File: src/rtl/bm_pkg.sv
package bm_pkg;
   // encoding is {cfg_bm, cfg_sz}
   typedef enum logic [1:0] {
      BM_LONG  = 2'b00,
      BM_IOOFF = 2'b01,
      BM_WORD  = 2'b10,
      BM_BYTE  = 2'b11
   } bm_mode_e;
endpackage

File: src/rtl/bm_mode_ctl.sv
module bm_mode_ctl
   import bm_pkg::*;
(
   input  logic     clk,
   input  logic     rst_n,
   input  logic     cfg_bm,
   input  logic     cfg_sz,
   input  logic     acc_en,
   output bm_mode_e mode,
   output logic     settling,
   output logic     mode_err
);
   bm_mode_e pins;
   bm_mode_e cfg_q;

   assign pins     = bm_mode_e'({cfg_bm, cfg_sz});
   assign settling = (pins != cfg_q);
   assign mode     = cfg_q;

   always_ff @(posedge clk or negedge rst_n) begin
      if (!rst_n) begin
         cfg_q    <= BM_LONG;
         mode_err <= 1'b0;
      end else begin
         cfg_q    <= pins;
         mode_err <= settling & acc_en;
      end
   end
endmodule

File: src/rtl/bm_lane_sel.sv
module bm_lane_sel
   import bm_pkg::*;
#(
   parameter int N_LANES = 4,
   localparam int SEL_W  = $clog2(N_LANES)
)(
   input  bm_mode_e           mode,
   input  logic [SEL_W-1:0]   lane_idx,
   output logic [N_LANES-1:0] lane_mask
);
   localparam int HALF = N_LANES / 2;

   for (genvar i = 0; i < N_LANES; i++) begin : g_lane
      always_comb begin
         unique case (mode)
            BM_LONG:  lane_mask[i] = 1'b1;
            BM_WORD:  lane_mask[i] = ((i >= HALF) == lane_idx[SEL_W-1]);
            BM_BYTE:  lane_mask[i] = (lane_idx == SEL_W'(i));
            default:  lane_mask[i] = 1'b0;
         endcase
      end
   end
endmodule

File: src/rtl/bm_wr_steer.sv
module bm_wr_steer
   import bm_pkg::*;
#(
   parameter int LANE_W  = 9,
   parameter int N_LANES = 4,
   localparam int DATA_W = LANE_W * N_LANES
)(
   input  bm_mode_e          mode,
   input  logic [DATA_W-1:0] host_wdata,
   output logic [DATA_W-1:0] mem_wdata
);
   localparam int HALF = N_LANES / 2;

   for (genvar i = 0; i < N_LANES; i++) begin : g_lane
      always_comb begin
         unique case (mode)
            BM_WORD: mem_wdata[i*LANE_W +: LANE_W] = host_wdata[(i % HALF)*LANE_W +: LANE_W];
            BM_BYTE: mem_wdata[i*LANE_W +: LANE_W] = host_wdata[LANE_W-1:0];
            default: mem_wdata[i*LANE_W +: LANE_W] = host_wdata[i*LANE_W +: LANE_W];
         endcase
      end
   end
endmodule

File: src/rtl/bm_rd_steer.sv
module bm_rd_steer
   import bm_pkg::*;
#(
   parameter int LANE_W  = 9,
   parameter int N_LANES = 4,
   localparam int DATA_W = LANE_W * N_LANES,
   localparam int SEL_W  = $clog2(N_LANES)
)(
   input  bm_mode_e           mode,
   input  logic [SEL_W-1:0]   lane_idx,
   input  logic [DATA_W-1:0]  mem_rdata,
   output logic [DATA_W-1:0]  rd_sel,
   output logic [N_LANES-1:0] host_lane_act
);
   localparam int HALF = N_LANES / 2;

   logic [LANE_W-1:0] byte_lane;
   assign byte_lane = mem_rdata[int'(lane_idx)*LANE_W +: LANE_W];

   for (genvar j = 0; j < N_LANES; j++) begin : g_lane
      logic [LANE_W-1:0] word_term;
      logic [LANE_W-1:0] byte_term;
      if (j < HALF) begin : g_lo
         assign word_term = lane_idx[SEL_W-1] ? mem_rdata[(HALF+j)*LANE_W +: LANE_W]
                                              : mem_rdata[j*LANE_W +: LANE_W];
      end else begin : g_hi
         assign word_term = '0;
      end
      if (j == 0) begin : g_first
         assign byte_term = byte_lane;
      end else begin : g_rest
         assign byte_term = '0;
      end

      always_comb begin
         unique case (mode)
            BM_LONG: begin
               rd_sel[j*LANE_W +: LANE_W] = mem_rdata[j*LANE_W +: LANE_W];
               host_lane_act[j]           = 1'b1;
            end
            BM_WORD: begin
               rd_sel[j*LANE_W +: LANE_W] = word_term;
               host_lane_act[j]           = (j < HALF);
            end
            BM_BYTE: begin
               rd_sel[j*LANE_W +: LANE_W] = byte_term;
               host_lane_act[j]           = (j == 0);
            end
            default: begin
               rd_sel[j*LANE_W +: LANE_W] = '0;
               host_lane_act[j]           = 1'b0;
            end
         endcase
      end
   end
endmodule

File: src/rtl/bm_port.sv
module bm_port
   import bm_pkg::*;
#(
   parameter int LANE_W  = 9,
   parameter int N_LANES = 4,
   localparam int DATA_W = LANE_W * N_LANES
)(
   input  logic               clk,
   input  logic               rst_n,
   input  logic               cfg_bm,
   input  logic               cfg_sz,
   input  logic               acc_en,
   input  logic               acc_wr,
   input  logic               addr_wa,
   input  logic               addr_ba,
   input  logic [DATA_W-1:0]  host_wdata,
   output logic [DATA_W-1:0]  host_rdata,
   output logic [DATA_W-1:0]  host_oe,
   input  logic [DATA_W-1:0]  mem_rdata,
   output logic [N_LANES-1:0] mem_lane_we,
   output logic [DATA_W-1:0]  mem_wdata,
   output logic               mode_err
);
   localparam int SEL_W = $clog2(N_LANES);

   if (N_LANES != 4) begin : g_bad_lanes
      $error("bm_port: N_LANES must be 4 (two select bits)");
   end
   if (LANE_W < 1) begin : g_bad_width
      $error("bm_port: LANE_W must be positive");
   end

   bm_mode_e           mode;
   logic               settling;
   logic               acc_ok;
   logic [SEL_W-1:0]   lane_idx;
   logic [N_LANES-1:0] lane_mask;
   logic [N_LANES-1:0] host_lane_act;
   logic [DATA_W-1:0]  rd_sel;

   assign lane_idx = {addr_wa, addr_ba};

   bm_mode_ctl u_mode (
      .clk      (clk),
      .rst_n    (rst_n),
      .cfg_bm   (cfg_bm),
      .cfg_sz   (cfg_sz),
      .acc_en   (acc_en),
      .mode     (mode),
      .settling (settling),
      .mode_err (mode_err)
   );

   bm_lane_sel #(.N_LANES(N_LANES)) u_sel (
      .mode      (mode),
      .lane_idx  (lane_idx),
      .lane_mask (lane_mask)
   );

   bm_wr_steer #(.LANE_W(LANE_W), .N_LANES(N_LANES)) u_wr (
      .mode       (mode),
      .host_wdata (host_wdata),
      .mem_wdata  (mem_wdata)
   );

   bm_rd_steer #(.LANE_W(LANE_W), .N_LANES(N_LANES)) u_rd (
      .mode          (mode),
      .lane_idx      (lane_idx),
      .mem_rdata     (mem_rdata),
      .rd_sel        (rd_sel),
      .host_lane_act (host_lane_act)
   );

   assign acc_ok      = acc_en & ~settling & (mode != BM_IOOFF);
   assign mem_lane_we = (acc_ok & acc_wr) ? lane_mask : '0;

   for (genvar j = 0; j < N_LANES; j++) begin : g_oe
      assign host_oe[j*LANE_W +: LANE_W] = {LANE_W{acc_ok & ~acc_wr & host_lane_act[j]}};
   end

   assign host_rdata = rd_sel & host_oe;
endmodule

File: config.mk
export PLATFORM = sky130hd
export DESIGN_NAME = bm_port
export DESIGN_NICKNAME = d
export VERILOG_FILES = /design/src/rtl/bm_pkg.sv /design/src/rtl/bm_mode_ctl.sv /design/src/rtl/bm_lane_sel.sv /design/src/rtl/bm_wr_steer.sv /design/src/rtl/bm_rd_steer.sv /design/src/rtl/bm_port.sv
export SDC_FILE = /design/constraint.sdc
export NUM_CORES = 1
export LEC_CHECK = 0
export ABC_AREA = 1
export BUFFER_PORTS_ARGS = -buffer_cell sky130_fd_sc_hd__buf_4
export CAP_MARGIN = 20
export CORE_ASPECT_RATIO = 0.75
export CORE_MARGIN = 2
export CORE_UTILIZATION = 34
export CTS_CLUSTER_DIAMETER = 60
export DETAILED_ROUTE_END_ITERATION = 16
export GPL_TIMING_DRIVEN = 0
export PLACE_DENSITY = 0.76
export SLEW_MARGIN = 20
export SYNTH_ARGS = -nofsm -noshare
export SYNTH_HDL_FRONTEND = slang
export SYNTH_HIERARCHICAL = 1
export SYNTH_SLANG_ARGS = --single-unit
export TNS_END_PERCENT = 5
File: constraint.sdc
create_clock -name clk -period 4 [get_ports clk]
set_clock_uncertainty 0.05 [all_clocks]
set_input_delay 0.8 -clock clk [delete_from_list [all_inputs] [get_ports clk]]
set_output_delay 0.8 -clock clk [all_outputs]
set_load 0.1 [all_outputs]
=== Word-level counts from Yosys, hierarchy flattened ===
Index checks and enable logic that the tools add are counted.

* Logic and storage cells: 45
* Flip-flop bits (word level): 3
* Output and inout bits: 113

* Shift-type cells: 1
* Eq/ne operators: 7
* Multiplexer cells: 17
* Reduce and logical (&&, ||, !) cells: 5
* Multipliers: 1
* Bitwise operators: 12

{| class="wikitable"
|+ Operators by type and width
! kind !! count
|-
| 9-bit 2-to-1 mux || 6
|-
| 36-bit bitwise AND || 1
|-
| 9-bit case mux with 2 select lines || 2
|-
| 36-bit by 32-bit variable part select with 9-bit output || 1
|-
| 9-bit case mux with 3 select lines || 1
|-
| 1-bit case mux with 3 select lines || 4
|-
| 1-bit bitwise AND || 8
|-
| 2-bit equality test, second input constant || 4
|-
| 2-bit by 4-bit multiplier with 6-bit output, second input constant || 1
|-
| 2-bit logical NOT || 2
|-
| 4-bit 2-to-1 mux || 1
|-
| 2-bit OR reduction || 2
|-
| 1-bit 2-to-1 mux || 3
|-
| 1-bit NOT || 3
|-
| 3-bit OR reduction || 1
|-
| 2-bit by 1-bit equality test with 1-bit output, second input constant || 1
|-
| 2-bit by 1-bit != test with 1-bit output, second input constant || 1
|-
| 2-bit != test || 1
|}

=== Logic depth before layout (Yosys ltp) ===
Gate-level depths: netlist of the first run.

* Depth in word-level cells: 7
* Gate-level depth with buffers: 11
* Mapped depth without buffers: 9

=== By module ===
Netlist of the first run, hierarchy kept.

{| class="wikitable"
|+ By module, submodules not included
! module !! cells an instance !! area each (µm²) !! times used !! sequential area each (µm²)
|-
| bm_rd_steer || 192 || 807.0 || 1 || 0.0
|-
| bm_port || 126 || 639.4 || 1 || 0.0
|-
| bm_wr_steer || 98 || 488.0 || 1 || 0.0
|-
| bm_mode_ctl || 16 || 133.9 || 1 || 75.1
|-
| bm_lane_sel || 13 || 51.3 || 1 || 0.0
|}

=== Least setup slack after synthesis of the first run ===
No wires, ideal clock.

* Path kind: input-to-output
* Start point: input addr_wa
* End point: output host_rdata[2]
* Cell stages on the path: 7
* Path buffers: 2
* Data required time: 3.150 ns
* Arrival time: 2.726 ns
* Path slack: 0.424 ns
* Cells stage by stage: buf_4 buf_6 o21ai_0 nand3_1 nand3_1 inv_1 nor2_1

* Cells in the longest elaborated chain, start to end: 4
* Elaborated cells on any way between the ends: 5
* Classes of those cells: mul: 1; shift: 1; mux: 2; bitwise: 1

{| class="wikitable"
|+ Ends and longest elaborated chain
! what !! line !! text
|-
| start: declaration || bm_port.sv:14 || <nowiki>input logic addr_wa,</nowiki>
|-
| 2-bit by 4-bit multiplier with 6-bit output || bm_rd_steer.sv:18 || <nowiki>assign byte_lane = mem_rdata[int'(lane_idx)*LANE_W +: LANE_W];</nowiki>
|-
| 36-bit by 32-bit variable part select with 9-bit output || bm_rd_steer.sv:18 ||
|-
| 9-bit case mux with 3 select lines (*) || bm_rd_steer.sv:36 || <nowiki>unique case (mode)</nowiki>
|-
| via rd_sel[2] || bm_port.sv:39 || <nowiki>logic [DATA_W-1:0] rd_sel;</nowiki>
|-
| 36-bit bitwise AND (*) || bm_port.sv:81 || <nowiki>assign host_rdata = rd_sel & host_oe;</nowiki>
|-
| end: declaration || bm_port.sv:17 || <nowiki>output logic [DATA_W-1:0] host_rdata,</nowiki>
|}

Mark *: on every way through the listed nets, which the timed path passes. The rest lies on a longest branch.

=== Worst setup path after layout of the first run ===
* Start point: input cfg_bm
* End point: output host_oe[23]

* Cells in the longest elaborated chain, start to end: 6

{| class="wikitable"
|+ Ends and longest elaborated chain
! what !! line !! text
|-
| start: declaration || bm_port.sv:10 || <nowiki>input logic cfg_bm,</nowiki>
|-
| 2-bit != test || bm_mode_ctl.sv:17 || <nowiki>assign settling = (pins != cfg_q);</nowiki>
|-
| via settling || bm_port.sv:34 || <nowiki>logic settling;</nowiki>
|-
| 1-bit NOT || bm_port.sv:74 || <nowiki>assign acc_ok = acc_en & ~settling & (mode != BM_IOOFF);</nowiki>
|-
| 1-bit bitwise AND (2 in series) || bm_port.sv:74 ||
|-
| 1-bit bitwise AND (2 in series) || bm_port.sv:78 || <nowiki>assign host_oe[j*LANE_W +: LANE_W] = {LANE_W{acc_ok & ~acc_wr & host_lane_act[j]}};</nowiki>
|-
| end: declaration || bm_port.sv:18 || <nowiki>output logic [DATA_W-1:0] host_oe,</nowiki>
|}

The timed path passes the listed nets, and every way through them passes these cells.

==> results by group, run 1 <==
Outcome
  • Status: finished clean

Synth
  • Post-synthesis cell count: 445
  • Syn. warnings: 6
  • Sequential fraction of the synthesis area: 0.03542
  • Top cell type's share of synthesized area: 0.2143
  • Post-synth cell types: 22
  • Syn nets: 525
  • Synth Area per Inst: 4.763 um^2
  • Top cells by area, synth: nand2_1 (21%), inv_1 (17%), nor2_1 (16%)
  • Syn Std Cell Area: approximately 2100 um^2
  • #FFs+latches synth: 3
  • Largest area contributor in the netlist: nand2_1

Finish
  • Final Util: 0.6261
  • Syn-to-layout area delta: 74.73%
  • Ant. Diodes: 0
  • Share of cells above drive strength 1: 0.4197
  • Layout Nets: 722

Power and ir drop
  • Flop pwr share: 0.054
  • Overall Power: 674.0 uW
  • Clock Power Share: 0.131
  • Net Sw Frac: 0.6207
  • Combinational power share: 0.815
  • Max VDD drop: 0.09546 mV
  • Pint: 255.6 uW
  • Leakage power: approximately 2.4 nW
  • Power Dens Cells: between 150 and 200 nW/um^2
  • Net Switching: ~420 uW

Timing
  • Finish-stage setup viols: 0
  • Pins Over Slew Limit: 0
  • Slew headroom: 0.7051
  • Fin crit share: 0.8395
  • Fin. Hold Viols: 0
  • Setup TNS: 0 ns
  • F_max: between 0.2 and 0.3 GHz
  • RSZ-0062 raised after global routing: false
  • Minimum clock period: 3.358 ns
  • Final WS setup: 0.6419 ns
  • Tightest Pin Transition: 0.4423 ns

Setup path
  • Arrival @ worst endpoint: 2.51 ns
  • Slowest CP cell: nand4_2
  • Crit-path max FO: 10
  • Worst setup EP type: output port
  • CP startpoint kind: input pin
  • CP required: 3.15 ns
  • Critical path's largest stage delay: 0.33 ns
  • Crit path kind: input pin to output port
  • Worst-path cell chain: buf_4 > inv_1 > nand2_1 > nand2_1 > nand2_1 > nor2_4 > nand4_2 > inv_1 > buf_4 > buf_4

Detailed routing
  • Drt drc: 0
  • Drt via density: between 4 and 5
  • DRT Wirelength: 8447 um
  • Post-route ant nets: 0
  • First-pass iteration count of the detailed router: 5
  • Vias: 3,142
  • DR iter-0 viols: 133
  • Wire length per cell: 11.75 um

Die
  • Initial Util: 0.3583
  • Core area: 5916 um^2
  • Die X: roughly 95 um
  • Die height: slightly above 70 um
  • Io pins: 193
  • Std-Cell Rows: 24
  • Total die area: 6888 um^2

Clock tree
  • Worst-path clk slew: 0.03 ns
  • CTS root buf: clkbuf_8
  • Clk sink count: 3
  • Clk_lat worst skew: 0.22 ns
  • H-tree Lvls: 1
  • Post-CTS setup buffer count: 0
  • CTS tree: built
  • PostCTS Resize Cnt: 0
  • Total CTS buffers: 3
  • CTS Buffer Depth: 2
  • Hold_buf cts: 0

GRT
  • GRT Total Usage: 0.2325
  • Number of global-route vias before repair: 2,823
  • Grt ovf: 0
  • Initial antenna violation count: 0
  • First-pass GRT wire length: 13,030 um
  • Pin count of the biggest net entering global routing: 13

Placed design
  • HPWL Detailed: 7122 um
  • Port Buffers: approximately 190
  • GP Congestion: 0.9009
  • Place WS: 0.6511 ns

Min path
  • Hold/Removal Path Class: input pin to async pin

Flow run
  • Max Cap Viol: 0
## Yosys cell counts (all sizes together)
cell and number:
nand4 4, o21ai 8, buf 54, nor2 96, a22o 1, clkinv 1
nand2 127, nand3 45, inv 101, a21oi 3, a21boi 2, dfrtp 3
## flip-flops by register name, summed over array words and instances, names as in the netlist
| register | cells |
|---|---|
| u_mode/mode | 2 |
| u_mode/mode_err | 1 |
## logic make-up after synthesis
family / synth area share
and+or+nand+nor: 0.5425
buffers and inverters: 0.3831
AOI/OAI and AO/OA: 0.03896
DFF: 0.03542
## layout make-up
class | instances | area [um^2]
multi-input combinational | 286 | 1232
inverter | 102 | 382.9
timing repair buffer | 192 | 1441
clock buffer | 4 | 45.04
tap | 78 | 97.59
fill | 562 | 2212
buffer | 54 | 429.2
sequential | 3 | 75.07
## worst paths after layout
path	from	end	slack (ns)	cells after the start
worst max-delay path	cfg_bm	host_oe[23]	0.64	10
worst min-delay path	rst_n	u_mode/mode_err	0.32	1
worst max register to register	u_mode/mode[0]	u_mode/mode_err	2.93	4
worst min register to register	u_mode/mode[1]	u_mode/mode_err	0.80	4
max in group asynchronous	rst_n	u_mode/mode[0]	3.49	1
min in group clk	cfg_bm	u_mode/mode[1]	0.66	1
## routing by layer
metal  wire length, um  track usage  share of wire
met5                 0            0              0
met4                86      0.04831          0.010
met3               666      0.02285          0.079
met2              3999       0.4053           0.47
met1              3694       0.3113           0.44
## cell usage in the layout (no fill, tap or decap), drive strengths merged
| master | count |
|---|---|
| inv | 101 |
| a22o | 1 |
| clkbuf | 4 |
| dfrtp | 3 |
| nand4 | 4 |
| a21boi | 2 |
| nand2 | 127 |
| buf | 246 |
| o21ai | 8 |
| nand3 | 45 |
| clkinv | 1 |
| nor2 | 96 |
| a21oi | 3 |
## critical path, delay by kind of cell
kind	cells	cell delay, ns
AND/OR/NAND/NOR	5	0.77
buffers and inverters	5	0.93
## power by group through the flow
stage / clock (mW) / sequential (mW) / combinational [mW]
floorplan: 0 / 0.0415 / 0.391
global placement: 0 / 0.0369 / 0.542
detailed placement: 0 / 0.0370 / 0.547
CTS: 0.0906 / 0.0366 / 0.549
global route: 0.0948 / 0.0371 / 0.581
finish: 0.0884 / 0.0365 / 0.549
## per-stage QoR
step / hold WS, ns / std cells / area [um^2]
finish: 0.3153 / 719 / 3704
global route: 0.3113 / 719 / 3704
CTS: 0.3124 / 719 / 3704
detailed placement: 0.5410 / 715 / 3659
global placement: 0.5406 / 715 / 3659
floorplan: 0.4544 / 445 / 2120
(Power assumes the default switching activity.)
==> run 2, diff against run 1 <==
==> constraint.sdc (replaced) <==
create_clock -name clk -period 3.3 [get_ports clk]
set_clock_uncertainty 0.05 [all_clocks]
set_input_delay 0.66 -clock clk [delete_from_list [all_inputs] [get_ports clk]]
set_output_delay 0.66 -clock clk [all_outputs]
set_load 0.1 [all_outputs]
==> results by group, run 2 (synthesis results as in run 1) <==
Outcome
  • Status: finished clean (unchanged)

Timing
  • Tightest Pin Transition: 0.3826 ns (was 0.4423 ns)
  • Finish-stage setup viols: 0 (unchanged)
  • Slew headroom: 0.7443 (was 0.7051)
  • Fin. Hold Viols: 0 (unchanged)
  • Pins Over Slew Limit: 0 (unchanged)
  • Setup TNS: 0 ns (unchanged)
  • RSZ-0062 raised after global routing: false (unchanged)
  • F_max: 0.3291 GHz
  • Hold_ws: 0.1756 ns (was 0.3153 ns)
  • Fin crit share: 0.9208
  • Final WS setup: 0.2613 ns (was 0.6419 ns)
  • Minimum clock period: approximately 3 ns

Detailed routing
  • First-pass iteration count of the detailed router: 4 (was 5)
  • DR iter-0 viols: 153 (was 133)
  • Drt drc: 0 (unchanged)
  • Wire length per cell: 11.80 um (was 11.75 um)
  • Drt via density: 4.374 (was 4.370)
  • Post-route ant nets: 0 (unchanged)
  • DRT Wirelength: 8483 um (was 8447 um)
  • Vias: 3,145 (was 3,142)

Setup path
  • CP startpoint kind: input pin (unchanged)
  • Worst setup EP type: output port (unchanged)
  • Crit path kind: input pin to output port (unchanged)
  • CP required: 2.59 ns (was 3.15 ns)
  • Crit-path max FO: 10 (unchanged)
  • Critical path's largest stage delay: 0.32 ns (was 0.33 ns)
  • Slowest CP cell: nand4_2 (unchanged)
  • Critical path's top delay family: buffers and inverters (unchanged)
  • Crit path buf inv count: 5 (unchanged)
  • Worst-path cell chain: buf_4 > inv_1 > nand2_1 > nand2_1 > nand2_1 > nor2_4 > nand4_2 > inv_1 > buf_4 > buf_4 (unchanged)
  • Arrival @ worst endpoint: 2.33 ns (was 2.51 ns)

Die
  • Io pins: 193 (unchanged)
  • Core area: 5916 um^2 (unchanged)
  • Initial Util: 0.3583 (unchanged)
  • Die height: 72.38 um (unchanged)
  • Total die area: 6888 um^2 (unchanged)
  • Die X: 95.17 um (unchanged)
  • Std-Cell Rows: 24 (unchanged)

Power and ir drop
  • Combinational power share: 0.814 (was 0.815)
  • Power Dens Cells: 220.5 nW/um^2 (was 182.0 nW/um^2)
  • Flop pwr share: 0.054 (about the same)
  • Max VDD drop: 0.1157 mV (was 0.09546 mV)
  • Clock Power Share: 0.131 (about the same)
  • Net Sw Frac: 0.6205 (was 0.6207)
  • Leakage power: 2.418 nW (was 2.423 nW)
  • Net Switching: 507.1 uW (was 418.4 uW)
  • Overall Power: 817.3 uW (was 674.0 uW)
  • Pint: 310.2 uW (was 255.6 uW)

Finish
  • Commonest non-fill, non-tap cell in the layout: buf_4 (unchanged)
  • Ant. Diodes: 0 (unchanged)
  • Final Util: 0.6265 (was 0.6261)
  • Sequential cell area: 77.57 um^2 (was 75.07 um^2)
  • Share of cells above drive strength 1: 0.4243 (was 0.4197)
  • Layout Nets: 722 (unchanged)
  • Syn-to-layout area delta: 74.85% (was 74.73%)
  • Fill cell count: 561 (was 562)
  • Max FFs per register: 2 (unchanged)
  • Multi-input logic area: 1232 um^2 (unchanged)
  • Most frequent cells in the layout: buf_4 (238), nand2_1 (121), inv_1 (96), nor2_1 (93), nand3_1 (43) (was buf_4 (238), nand2_1 (121), inv_1 (97), nor2_1 (93), nand3_1 (43))

Clock tree
  • CTS root buf: clkbuf_8 (unchanged)
  • Total CTS buffers: 3 (unchanged)
  • CTS tree: built (unchanged)
  • CTS Buffer Depth: 2 (unchanged)
  • Clk sink count: 3 (unchanged)
  • Worst-path clk slew: 0.03 ns (about the same)
  • Post-CTS setup buffer count: 0 (unchanged)
  • H-tree Lvls: 1 (unchanged)
  • Clk_lat worst skew: 0.22 ns (about the same)
  • Hold_buf cts: 0 (unchanged)

Placed design
  • Place WS: 0.2311 ns (was 0.6511 ns)
  • GP Congestion: 0.9009 (unchanged)
  • Port Buffers: 192 (unchanged)
  • HPWL Detailed: 7122 um (unchanged)

GRT
  • GRT Total Usage: 0.2325 (unchanged)
  • Global routing's busiest layer: met2 (unchanged)
  • Initial antenna violation count: 0 (unchanged)
  • Pin count of the biggest net entering global routing: 13 (unchanged)
  • GRT met2 Usage: 0.4053 (unchanged)
  • Number of global-route vias before repair: 2,823 (unchanged)
  • First-pass GRT wire length: 13,030 um (unchanged)
  • Grt ovf: 0 (unchanged)
  • Met3 Resource Use GR: 0.02285 (unchanged)
  • Met1 usage: 0.3113 (unchanged)

Flow run
  • Max Cap Viol: 0 (unchanged)

Min path
  • Hold/Removal Path Class: input pin to async pin (unchanged)
-- run 2: changes by cell type in the layout (fill, tap and decap cells not counted) --
cell / delta
dfrtp_1: -2
inv_1: -1
inv_2: +1
dfrtp_2: +2
-- run 2: timing repair --
item                       CTS  global route
hold endpoints to repair     0             0
gates resized for setup      0             3
setup endpoints to repair    0            25
-- run 2: area by class of cell --
| class | count | area share |
|---|---|---|
| timing repair buffer | 192 | 0.3889 |
| multi-input combinational | 286 | 0.3325 |
| buffer | 54 | 0.1158 |
| inverter | 102 | 0.1033 |
| tap | 78 | 0.02633 |
| sequential | 3 | 0.02093 |
| clock buffer | 4 | 0.01215 |
-- run 2: final timing paths --
check                                    start              end  slack, ns  depth (start not counted)
worst max-delay path                    cfg_bm      host_oe[13]       0.26                         10
worst min-delay path                     rst_n  u_mode/mode_err       0.18                          1
worst max register to register  u_mode/mode[0]  u_mode/mode_err       2.36                          4
worst min register to register  u_mode/mode[1]  u_mode/mode_err       0.70                          3
max in group asynchronous                rst_n   u_mode/mode[0]       2.92                          1
min in group clk                        cfg_bm   u_mode/mode[1]       0.52                          1
-- run 2: per-layer routing --
layer  vias up  wire [um]
met1      1355       3709
met3         8        664
li1       1651          -
met5         -          0
met2       131       4023
met4         0         86
-- run 2: power by group through the flow --
stage / sequential [mW] / clock (mW) / combinational, mW
final: 0.0445 / 0.107 / 0.666
after global routing: 0.0453 / 0.115 / 0.705
after CTS: 0.0444 / 0.110 / 0.665
after detailed placement: 0.0448 / 0 / 0.663
after global placement: 0.0447 / 0 / 0.657
after floorplan: 0.0503 / 0 / 0.474
-- run 2: through the flow --
step | cell area, um^2 | instances
after floorplan | 2120 | 445
after global placement | 3659 | 715
after detailed placement | 3659 | 715
after CTS | 3704 | 719
after global routing | 3706 | 719
final | 3706 | 719
==> run 3, diff against run 2 <==
--- a/config.mk
+++ b/config.mk
@@ -14,10 +14,9 @@
 export CTS_CLUSTER_DIAMETER = 60
 export DETAILED_ROUTE_END_ITERATION = 16
 export GPL_TIMING_DRIVEN = 0
-export PLACE_DENSITY = 0.76
+export PLACE_DENSITY = 0.83
 export SLEW_MARGIN = 20
 export SYNTH_ARGS = -nofsm -noshare
 export SYNTH_HDL_FRONTEND = slang
-export SYNTH_HIERARCHICAL = 1
 export SYNTH_SLANG_ARGS = --single-unit
 export TNS_END_PERCENT = 5
==> results by group, run 3 <==
Min path
  • Hold/Removal Path Class: input pin to async pin (unchanged)

Setup path
  • Worst-path cell chain: buf_4 > xor2_1 > nor2_2 > nand4_4 > buf_6 > clkinvlp_4 > buf_4 > buf_4 (was buf_4 > inv_1 > nand2_1 > nand2_1 > nand2_1 > nor2_4 > nand4_2 > inv_1 > buf_4 > buf_4)
  • Worst setup EP type: output port (unchanged)
  • Crit. Startpoint: cfg_sz (was cfg_bm)
  • CP startpoint kind: input pin (unchanged)
  • CP required: 2.59 ns (about the same)
  • Most used cell, CP: buf_4
  • Crit path kind: input pin to output port (unchanged)
  • Crit-path max FO: 18 (was 10)
  • Critical path's largest stage delay: 0.28 ns (was 0.32 ns)
  • Critical R2R Launch: u_mode.mode[0] (was u_mode/mode[0])
  • Arrival @ worst endpoint: 2.35 ns (was 2.33 ns)
  • Slowest CP cell: buf_4 (was nand4_2)

Finish
  • Commonest non-fill, non-tap cell in the layout: buf_4 (unchanged)
  • Final Util: 0.7029 (was 0.6265)
  • Layout Nets: 587 (was 722)
  • Sequential cell area: 75.07 um^2 (was 77.57 um^2)
  • Multi-input logic area: 975.9 um^2 (was 1232 um^2)
  • Syn-to-layout area delta: 96.67% (was 74.85%)
  • Fin area: 3177 um^2 (was 3706 um^2)
  • Max FFs per register: 2 (unchanged)
  • Share of cells above drive strength 1: 0.5138 (was 0.4243)
  • Most frequent cells in the layout: buf_4 (237), nand2_1 (109), inv_1 (44), nor2_1 (27), nand3_1 (20) (was buf_4 (238), nand2_1 (121), inv_1 (96), nor2_1 (93), nand3_1 (43))
  • Ant. Diodes: 0 (unchanged)
  • Fill cell count: 429 (was 561)

Clock tree
  • Post-CTS setup buffer count: 0 (unchanged)
  • CTS tree: built (unchanged)
  • Total CTS buffers: 3 (unchanged)
  • Worst-path clk slew: 0.03 ns (about the same)
  • CTS root buf: clkbuf_8 (unchanged)
  • Clk sink count: 3 (unchanged)
  • H-tree Lvls: 1 (unchanged)
  • Clk_lat worst skew: 0.21 ns (was 0.22 ns)
  • PostCTS Resize Cnt: 0 (unchanged)
  • Hold_buf cts: 0 (unchanged)
  • CTS Buffer Depth: 2 (unchanged)

Die
  • Die height: 63.69 um (was 72.38 um)
  • Initial Util: 0.3574 (was 0.3583)
  • Std-Cell Rows: 21 (was 24)
  • Die X: 83.59 um (was 95.17 um)
  • Io pins: 193 (unchanged)
  • Core area: 4519 um^2 (was 5916 um^2)
  • Total die area: 5324 um^2 (was 6888 um^2)

Synth
  • Ys flop type: dfrtp_1 (unchanged)
  • Synth Area per Inst: 5.211 um^2 (was 4.763 um^2)
  • Top cell type's share of synthesized area: 0.2533 (was 0.2143)
  • Top post-synthesis cells by count: nand2_1 (109), buf_4 (45), inv_1 (45), nor2_1 (27), nand3_1 (20) (was nand2_1 (121), inv_1 (97), nor2_1 (93), buf_4 (46), nand3_1 (43))
  • Post-synth cell types: 26 (was 22)
  • Syn Std Cell Area: 1615 um^2 (was 2120 um^2)
  • #FFs+latches synth: 3 (unchanged)
  • Syn. warnings: 0 (was 6)
  • Largest area contributor in the netlist: nand2_1 (unchanged)
  • Top cells by area, synth: nand2_1 (25%), buf_4 (21%), inv_1 (10%) (was nand2_1 (21%), inv_1 (17%), nor2_1 (16%))
  • Ys async rst share: 1.000 (unchanged)
  • Count leader, synth: nand2_1 (unchanged)
  • Sequential fraction of the synthesis area: 0.04648 (was 0.03542)
  • Number of synthesized flops with an enable pin: 0 (unchanged)
  • Syn nets: 390 (was 525)
  • Post-synthesis cell count: 310 (was 445)

Placed design
  • Place WS: 0.02839 ns (was 0.2311 ns)
  • Port Buffers: 192 (unchanged)
  • HPWL Detailed: 5845 um (was 7122 um)
  • DP Area: 3128 um^2 (was 3659 um^2)
  • GP Congestion: 0.8078 (was 0.9009)

Power and ir drop
  • Leakage power: 2.024 nW (was 2.418 nW)
  • Max VDD drop: 0.4594 mV (was 0.1157 mV)
  • Power Dens Cells: 254.4 nW/um^2 (was 220.5 nW/um^2)

Outcome
  • Status: finished clean (unchanged)

Timing
  • Hold_ws: 0.1786 ns (was 0.1756 ns)
  • Fin. Hold Viols: 0 (unchanged)
  • Setup TNS: 0 ns (unchanged)
  • F_max: 0.3267 GHz (was 0.3291 GHz)
  • Slew headroom: 0.5085 (was 0.7443)
  • Tightest Pin Transition: 0.7372 ns (was 0.3826 ns)
  • Final WS setup: 0.2390 ns (was 0.2613 ns)
  • RSZ-0062 raised after global routing: false (unchanged)
  • Minimum clock period: 3.061 ns (was 3.039 ns)
  • Finish-stage setup viols: 0 (unchanged)
  • Fin crit share: 0.9276 (was 0.9208)
  • Pins Over Slew Limit: 0 (unchanged)

GRT
  • Grt ovf: 0 (unchanged)
  • First-pass GRT wire length: 10,840 um (was 13,030 um)
  • GRT met2 Usage: 0.4420 (was 0.4053)
  • Global routing's busiest layer: met2 (unchanged)
  • Number of global-route vias before repair: 2,182 (was 2,823)
  • Initial antenna violation count: 0 (unchanged)
  • GRT Total Usage: 0.2455 (was 0.2325)
  • Pin count of the biggest net entering global routing: 19 (was 13)
  • Met1 usage: 0.3190 (was 0.3113)
  • Met3 Resource Use GR: 0.03145 (was 0.02285)

Detailed routing
  • Vias: 2,550 (was 3,145)
  • Drt drc: 0 (unchanged)
  • DRT Wirelength: 7063 um (was 8483 um)
  • Post-route ant nets: 0 (unchanged)
  • Drt via density: 4.529 (was 4.374)
  • Wire length per cell: 12.55 um (was 11.80 um)
  • DR iter-0 viols: 179 (was 153)
  • First-pass iteration count of the detailed router: 5 (was 4)

Flow run
  • Max Cap Viol: 0 (unchanged)
## run 3: changes by cell type after synthesis, moves of 4 or more
cell      change
nor2_1       -66
nand2_1      -12
clkbuf_1      +4
nor2_2        +8
o211ai_1      +9
a22oi_1       +9
inv_1        -52
nand2_2       -6
nand3_1      -23
## run 3: worst max-delay path, delay by kind of cell
family | cells | cell delay [ns]
xor gates and xnor gates | 1 | 0.16
buffers and inverters | 5 | 1.04
and+or+nand+nor | 2 | 0.50
## run 3: worst paths after layout
| path | end | slack, ns | depth (start not counted) |
|---|---|---|---|
| max | host_oe[22] | 0.24 | 8 |
| min in group clk | u_mode.mode[1] | 0.53 | 1 |
| min | u_mode.mode[0] | 0.18 | 1 |
| max in group asynchronous | u_mode.mode[1] | 2.93 | 1 |
| max reg2reg | u_mode.mode_err | 2.13 | 4 |
| min reg2reg | u_mode.mode_err | 0.77 | 5 |
## run 3: where the power goes
part / internal [mW] / switching [mW] / total (mW) / leakage, nW
Clock: 0.0822 / 0.0224 / 0.105 / 0.0228
Sequential: 0.0393 / 0.000609 / 0.0399 / 0.0357
Combinational: 0.175 / 0.488 / 0.663 / 1.97
Total: 0.297 / 0.511 / 0.808 / 2.02
## run 3: stage by stage
step,cells,power (mW)
CTS,563,0.8107
finish,563,0.8081
floorplan,310,0.5190
detailed placement,559,0.7027
global route,563,0.8400
global placement,559,0.6962
## run 3: cell type report
class / instances / area share
Inverter: 48 / 0.05790
Timing Repair Buffer: 192 / 0.4537
Sequential cell: 3 / 0.02363
Buffer: 53 / 0.1209
Tap cell: 57 / 0.02245
Clock buffer: 4 / 0.01418
Multi-Input combinational cell: 206 / 0.3072
## run 3: kinds of logic after synthesis
logic type / count (synthesis) / share of synthesized area
simple gates: 171 / 0.4547
buf+inv: 101 / 0.3493
compound gates: 33 / 0.1386
flops: 3 / 0.04647
xor+xnor: 2 / 0.01085
## run 3: metal layers
| layer | vias up | part of all wire |
|---|---|---|
| li1 | 1304 | - |
| met1 | 1133 | 0.41 |
| met2 | 107 | 0.52 |
| met3 | 6 | 0.064 |
| met4 | 0 | 0.0057 |
| met5 | - | 0 |
